===== src/rtl/uslp_pkg.sv =====
package uslp_pkg;
  typedef enum logic [1:0] {
    ST_RUN    = 2'd0,
    ST_SLEEP  = 2'd1,
    ST_SETTLE = 2'd2
  } pwr_state_t;
endpackage


===== src/rtl/uslp_pin_watch.sv =====
// Multi-stage synchroniser with toggle detection on the always-on clock.
module uslp_pin_watch #(
  parameter int W = 1,
  parameter int STAGES = 2,
  parameter logic [W-1:0] RST_VAL = '0
) (
  input  logic         clk,
  input  logic         rst,
  input  logic [W-1:0] pins,
  output logic [W-1:0] pins_s,
  output logic         toggled
);
  logic [W-1:0] stg [STAGES];
  logic [W-1:0] prev;

  always_ff @(posedge clk) begin
    if (rst) stg[0] <= RST_VAL;
    else     stg[0] <= pins;
  end

  genvar k;
  generate
    for (k = 1; k < STAGES; k++) begin : g_stage
      always_ff @(posedge clk) begin
        if (rst) stg[k] <= RST_VAL;
        else     stg[k] <= stg[k-1];
      end
    end
  endgenerate

  always_ff @(posedge clk) begin
    if (rst) prev <= RST_VAL;
    else     prev <= stg[STAGES-1];
  end

  assign pins_s  = stg[STAGES-1];
  assign toggled = |(stg[STAGES-1] ^ prev);
endmodule


===== src/rtl/uslp_chan_qual.sv =====
// Per-channel sleep qualification and wake event detection.
module uslp_chan_qual #(
  parameter int DIV_W = 16,
  parameter int MDM_W = 4
) (
  input  logic             sleep_en,
  input  logic             irq_pend,
  input  logic             txf_empty,
  input  logic             rxf_empty,
  input  logic             rx_s,
  input  logic             ir_mode,
  input  logic [DIV_W-1:0] divisor,
  input  logic [MDM_W-1:0] msr_delta,
  input  logic             thr_wr,
  input  logic             pin_evt,
  input  logic             wake_pend,
  output logic             qual,
  output logic             wake_evt
);
  logic rx_idle;

  always_comb begin
    rx_idle  = rx_s ^ ir_mode;
    wake_evt = ~sleep_en | irq_pend | thr_wr | pin_evt;
    qual     = sleep_en & ~irq_pend & txf_empty & rxf_empty & rx_idle
             & (|divisor) & ~(|msr_delta) & ~wake_pend & ~wake_evt;
  end
endmodule


===== src/rtl/uslp_settle.sv =====
// Down-counter holding off clocked logic after the oscillator restarts.
module uslp_settle #(
  parameter int W = 8
) (
  input  logic         clk,
  input  logic         rst,
  input  logic         load,
  input  logic [W-1:0] load_val,
  input  logic         run,
  output logic         done
);
  logic [W-1:0] cnt;

  always_ff @(posedge clk) begin
    if (rst)                    cnt <= '0;
    else if (load)              cnt <= load_val;
    else if (run && cnt != '0)  cnt <= cnt - 1'b1;
  end

  assign done = (cnt == '0);
endmodule


===== src/rtl/uart_sleep_ctrl.sv =====
module uart_sleep_ctrl #(
  parameter int NCH = 2,
  parameter int DIV_W = 16,
  parameter int MDM_W = 4,
  parameter int SETTLE_W = 8,
  parameter int SYNC_STAGES = 2
) (
  input  logic                  clk,
  input  logic                  rst,
  input  logic [NCH-1:0]        sleep_en,
  input  logic [NCH-1:0]        irq_pend,
  input  logic [NCH-1:0]        txf_empty,
  input  logic [NCH-1:0]        rxf_empty,
  input  logic [NCH-1:0]        rx_pin,
  input  logic [NCH-1:0]        ir_mode,
  input  logic [NCH*DIV_W-1:0]  divisor,
  input  logic [NCH*MDM_W-1:0]  modem_in,
  input  logic [NCH*MDM_W-1:0]  msr_delta,
  input  logic [NCH-1:0]        thr_wr,
  input  logic [NCH-1:0]        isr_rd,
  input  logic [SETTLE_W-1:0]   settle_cfg,
  output logic                  osc_en,
  output logic                  sleep_flag,
  output logic [NCH-1:0]        wake_irq
);
  import uslp_pkg::*;

  pwr_state_t state, state_nx;
  logic [NCH-1:0] qual, wake_evt, rx_s, rx_tog, mdm_tog;
  logic all_qual, any_wake, wake_fire, settle_done;

  genvar c;
  generate
    for (c = 0; c < NCH; c++) begin : g_ch
      logic [MDM_W-1:0] mdm_s;

      uslp_pin_watch #(.W(1), .STAGES(SYNC_STAGES), .RST_VAL(1'b1)) rx_watch_i (
        .clk(clk), .rst(rst), .pins(rx_pin[c]),
        .pins_s(rx_s[c]), .toggled(rx_tog[c])
      );

      uslp_pin_watch #(.W(MDM_W), .STAGES(SYNC_STAGES), .RST_VAL('0)) mdm_watch_i (
        .clk(clk), .rst(rst), .pins(modem_in[c*MDM_W +: MDM_W]),
        .pins_s(mdm_s), .toggled(mdm_tog[c])
      );

      uslp_chan_qual #(.DIV_W(DIV_W), .MDM_W(MDM_W)) qual_i (
        .sleep_en(sleep_en[c]), .irq_pend(irq_pend[c]),
        .txf_empty(txf_empty[c]), .rxf_empty(rxf_empty[c]),
        .rx_s(rx_s[c]), .ir_mode(ir_mode[c]),
        .divisor(divisor[c*DIV_W +: DIV_W]),
        .msr_delta(msr_delta[c*MDM_W +: MDM_W]),
        .thr_wr(thr_wr[c]), .pin_evt(rx_tog[c] | mdm_tog[c]),
        .wake_pend(wake_irq[c]),
        .qual(qual[c]), .wake_evt(wake_evt[c])
      );

      always_ff @(posedge clk) begin
        if (rst)            wake_irq[c] <= 1'b0;
        else if (wake_fire) wake_irq[c] <= 1'b1;
        else if (isr_rd[c]) wake_irq[c] <= 1'b0;
      end
    end
  endgenerate

  assign all_qual  = &qual;
  assign any_wake  = |wake_evt;
  assign wake_fire = (state == ST_SLEEP) && any_wake;

  uslp_settle #(.W(SETTLE_W)) settle_i (
    .clk(clk), .rst(rst), .load(wake_fire), .load_val(settle_cfg),
    .run(state == ST_SETTLE), .done(settle_done)
  );

  always_comb begin
    state_nx = state;
    case (state)
      ST_RUN:    if (all_qual)    state_nx = ST_SLEEP;
      ST_SLEEP:  if (any_wake)    state_nx = ST_SETTLE;
      ST_SETTLE: if (settle_done) state_nx = ST_RUN;
      default:                    state_nx = ST_RUN;
    endcase
  end

  always_ff @(posedge clk) begin
    if (rst) begin
      state      <= ST_RUN;
      osc_en     <= 1'b1;
      sleep_flag <= 1'b0;
    end else begin
      state      <= state_nx;
      osc_en     <= (state_nx != ST_SLEEP);
      sleep_flag <= (state_nx != ST_RUN);
    end
  end
endmodule


===== config.mk =====
export PLATFORM = sky130hd
export DESIGN_NAME = uart_sleep_ctrl
export DESIGN_NICKNAME = d
export VERILOG_FILES = /design/src/rtl/uslp_pkg.sv /design/src/rtl/uslp_pin_watch.sv /design/src/rtl/uslp_chan_qual.sv /design/src/rtl/uslp_settle.sv /design/src/rtl/uart_sleep_ctrl.sv
export SDC_FILE = /design/constraint.sdc
export NUM_CORES = 1
export LEC_CHECK = 0
export BUFFER_PORTS_ARGS = -buffer_cell sky130_fd_sc_hd__clkbuf_2
export CORE_UTILIZATION = 42
export DETAILED_ROUTE_END_ITERATION = 10
export GPL_TIMING_DRIVEN = 0
export PLACE_DENSITY = 0.82
export SYNTH_ARGS = -nofsm -noshare
export SYNTH_HDL_FRONTEND = slang
export SYNTH_SLANG_ARGS = --single-unit

===== constraint.sdc =====
create_clock -name clk -period 1.8 [get_ports clk]
set_input_delay 0.09 -clock clk [delete_from_list [all_inputs] [get_ports clk]]
set_output_delay 0.09 -clock clk [all_outputs]
set_load 0.01 [all_outputs]

==> impl_metrics.yaml <==
timing:
  tightest_slew_ns: 0.493
  relSlewSlack_pct: 67.1
  fin_crit_ns: 1.76
  post-route-period-util_pct: 97.9
  hold_ws_ns: 0.0191
  fmax_mhz: 568
  clock_skew_ns: 0.00470
  setup_viol: 0
  tns_ns: 0
  maxSlewViolCount: 0
  hold_viol: 0
min_path:
  min_path_type: "in2reg"
clocking:
  cts_tree: "built"
  htreeDepth: 2
  cts-root-buf: "clkbuf_8"
  clk_path_buf_depth: 2
  cts_made_buffers: 5
  clk_pin_slew_ns: 0.08
  worstSkewPairLatency_ns: 0.30
  clock-sinks: 44
layout:
  areaGrowthSynthToFinish_pct: 38.9
  post-route-cell-area_sq_um: 2560
  drive_gt1_share_pct: 41.5
  num_antenna_cells: 0
  finalNetCount: 351
synthesis:
  ys_ff_latch: 44
  synth_edf_count: 0
  synth_area_per_cell_sq_um: 10.5
  synth_cell_type_count: 41
  synth.most_common_cell: "dfxtp_1"
  synth_seq_area_share_pct: 47.8
  synth_area_leader_cell: "dfxtp_1"
  synthTopCellsByCount: "dfxtp_1 (44), nor2b_1 (24), nor2_1 (13), xor2_1 (11), nor4_1 (10)"
  yosysWarnings: 0
  yosys_most_used_dff: "dfxtp_1"
  ys_top_cells_by_area: "dfxtp_1 (48%), nor2b_1 (8.2%), xor2_1 (5.2%)"
  syn_nets: 251
  netlist_area_sq_um: 1840
  async_reset_ff_share_pct: 0
  syn_inst: 175
  yosysTopAreaCellShare_pct: 47.8
critical_path:
  cp-end-kind: "register"
  path_max_fanout: 5
  cp_data_arrival_time_ns: 1.99
  crit_type: "reg2reg"
  required_ns: 2.03
  startpoint_type: "register"
floorplanning:
  dieArea_sq_um: 4650
  die_h_um: 68.2
  initial_core_util_pct: 44.8
  die_x_um: 68.2
  rows: 23
  core_sq_um: 4120
  ios: 78
route:
  num_vias: 1543
  drtIter0Drc: 49
  routed_wire_length_per_instance_um: 11.2
  vias_per_cell: 4.75
  drt_wl_total_mm: 3.64
  antenna_left: 0
  drc: 0
  drt_pass1_iterations: 4
power_and_ir_drop:
  powerDensity_nw_per_um2: 687
  p_leak_uw: 0.00114
  irDropWorstVdd_mv: 0.560
place:
  dp_hpwl_mm: 2.67
  port_buffers: 77
  gp_congestion: 0.847
  place_area_sq_um: 2290
global_route:
  grt.total_usage_pct: 17.1
  grt.overflow.total: 0
  grt_antenna_before_repair: 0
  grt_start_max_net_pins: 14
  grt_pass1_wl_mm: 5.76
  grt_pass1_vias: 1412
status:
  status: "completed"
job:
  cap_viol_max_count: 0
state kept, by name, summed over array words and instances (netlist names):
register and flops:
g_ch.mdm_watch_i.stg 16, g_ch.mdm_watch_i.prev 8, settle_i.cnt 8, g_ch.rx_watch_i.stg 4, g_ch.rx_watch_i.prev 2, state 2, wake_irq 2, osc_en 1
sleep_flag 1
layer usage:
| layer | GRT usage (%) | wire [um] | share of wire, % |
|---|---|---|---|
| met1 | 17.7 | 1480 | 41 |
| met2 | 30.9 | 1910 | 52 |
| met3 | 5.67 | 197 | 5.4 |
| met4 | 7.81 | 55 | 1.5 |
| met5 | 0 | 0 | 0 |
cell families after synthesis:
group,Yosys count,share of synthesized area [%]
DFF,44,47.8
buffers and inverters,13,3.26
and+or+nand+nor,77,29.7
AOI/OAI and AO/OA,16,6.45
muxes,6,3.33
adders and majority gates,2,1.36
xor gates and xnor gates,17,8.08
cell type report:
type / instances / area, sq um
Timing Repair Buffer: 93 / 528
Multi-Input combinational cell: 118 / 937
Inverter: 6 / 22.5
Tap cell: 50 / 62.6
Sequential cell: 44 / 885
Clock buffer: 5 / 68.8
Buffer: 7 / 41.3
Fill cell: 367 / 1560
Clock inverter: 2 / 12.5
power breakdown:
part           leakage [uW]  internal, uW  switching (uW)
Clock             0.0000400           262             313
Combinational      0.000735           108            64.2
Sequential         0.000361           999            10.6
critical path, cell delays in order, from the launching register on:
cell and delay (ns):
dfxtp_2 0.37, inv_1 0.07, ha_2 0.17, nor3b_4 0.16, a21oi_2 0.24, or3b_1 0.37
a21o_1 0.20, a21oi_2 0.12
timing repair:
item	in CTS	in global routing
pin swaps	1	2
hold buffers	9	0
setup endpoints to repair	1	8
resized for setup	3	8
endpoints found under the hold margin	9	0
setup buffers	3	4
per-stage QoR:
| step | cells | setup slack (ns) | utilization [%] | power, uW |
|---|---|---|---|---|
| floorplan | 175 | 0.0918 | - | 1100 |
| global placement | 302 | -0.0521 | 55.6 | 1180 |
| detailed placement | 302 | -0.0833 | 55.6 | 1190 |
| CTS | 321 | 0.00703 | 60.5 | 1780 |
| global route | 325 | -0.0242 | 62.1 | 1840 |
| finish | 325 | 0.0383 | 62.1 | 1760 |
final timing paths:
check	startpoint	endpoint	slack (ns)	cells after the start
min	modem_in[7]	g_ch[1].mdm_watch_i.stg[0][3]$_SDFF_PP0_	0.02	2
max reg2reg	settle_i.cnt[1]$_SDFFE_PP0P_	settle_i.cnt[6]$_SDFFE_PP0P_	0.04	7
min reg2reg	g_ch[1].rx_watch_i.stg[0]$_DFF_P_	g_ch[1].rx_watch_i.stg[1]$_DFF_P_	0.41	1
max	settle_i.cnt[1]$_SDFFE_PP0P_	settle_i.cnt[6]$_SDFFE_PP0P_	0.04	7
cells in the final DEF, fill, tap and decap left out, types with 2 or more instances in the layout:
cell type,instances
xnor2_1,6
mux2i_1,5
nor2b_1,24
nor4bb_1,2
nand3b_1,2
nand4_1,2
or2_1,7
inv_1,4
inv_2,2
nor4_1,10
dfxtp_2,3
a211oi_1,2
xor2_1,10
clkbuf_8,5
a21oi_1,5
a21oi_2,2
buf_4,9
dlygate4sd3_1,9
clkbuf_1,4
clkbuf_2,77
and4_1,2
nor2_1,13
nor4_4,3
dfxtp_1,41
Note: power is estimated with default switching activity, not from simulation.
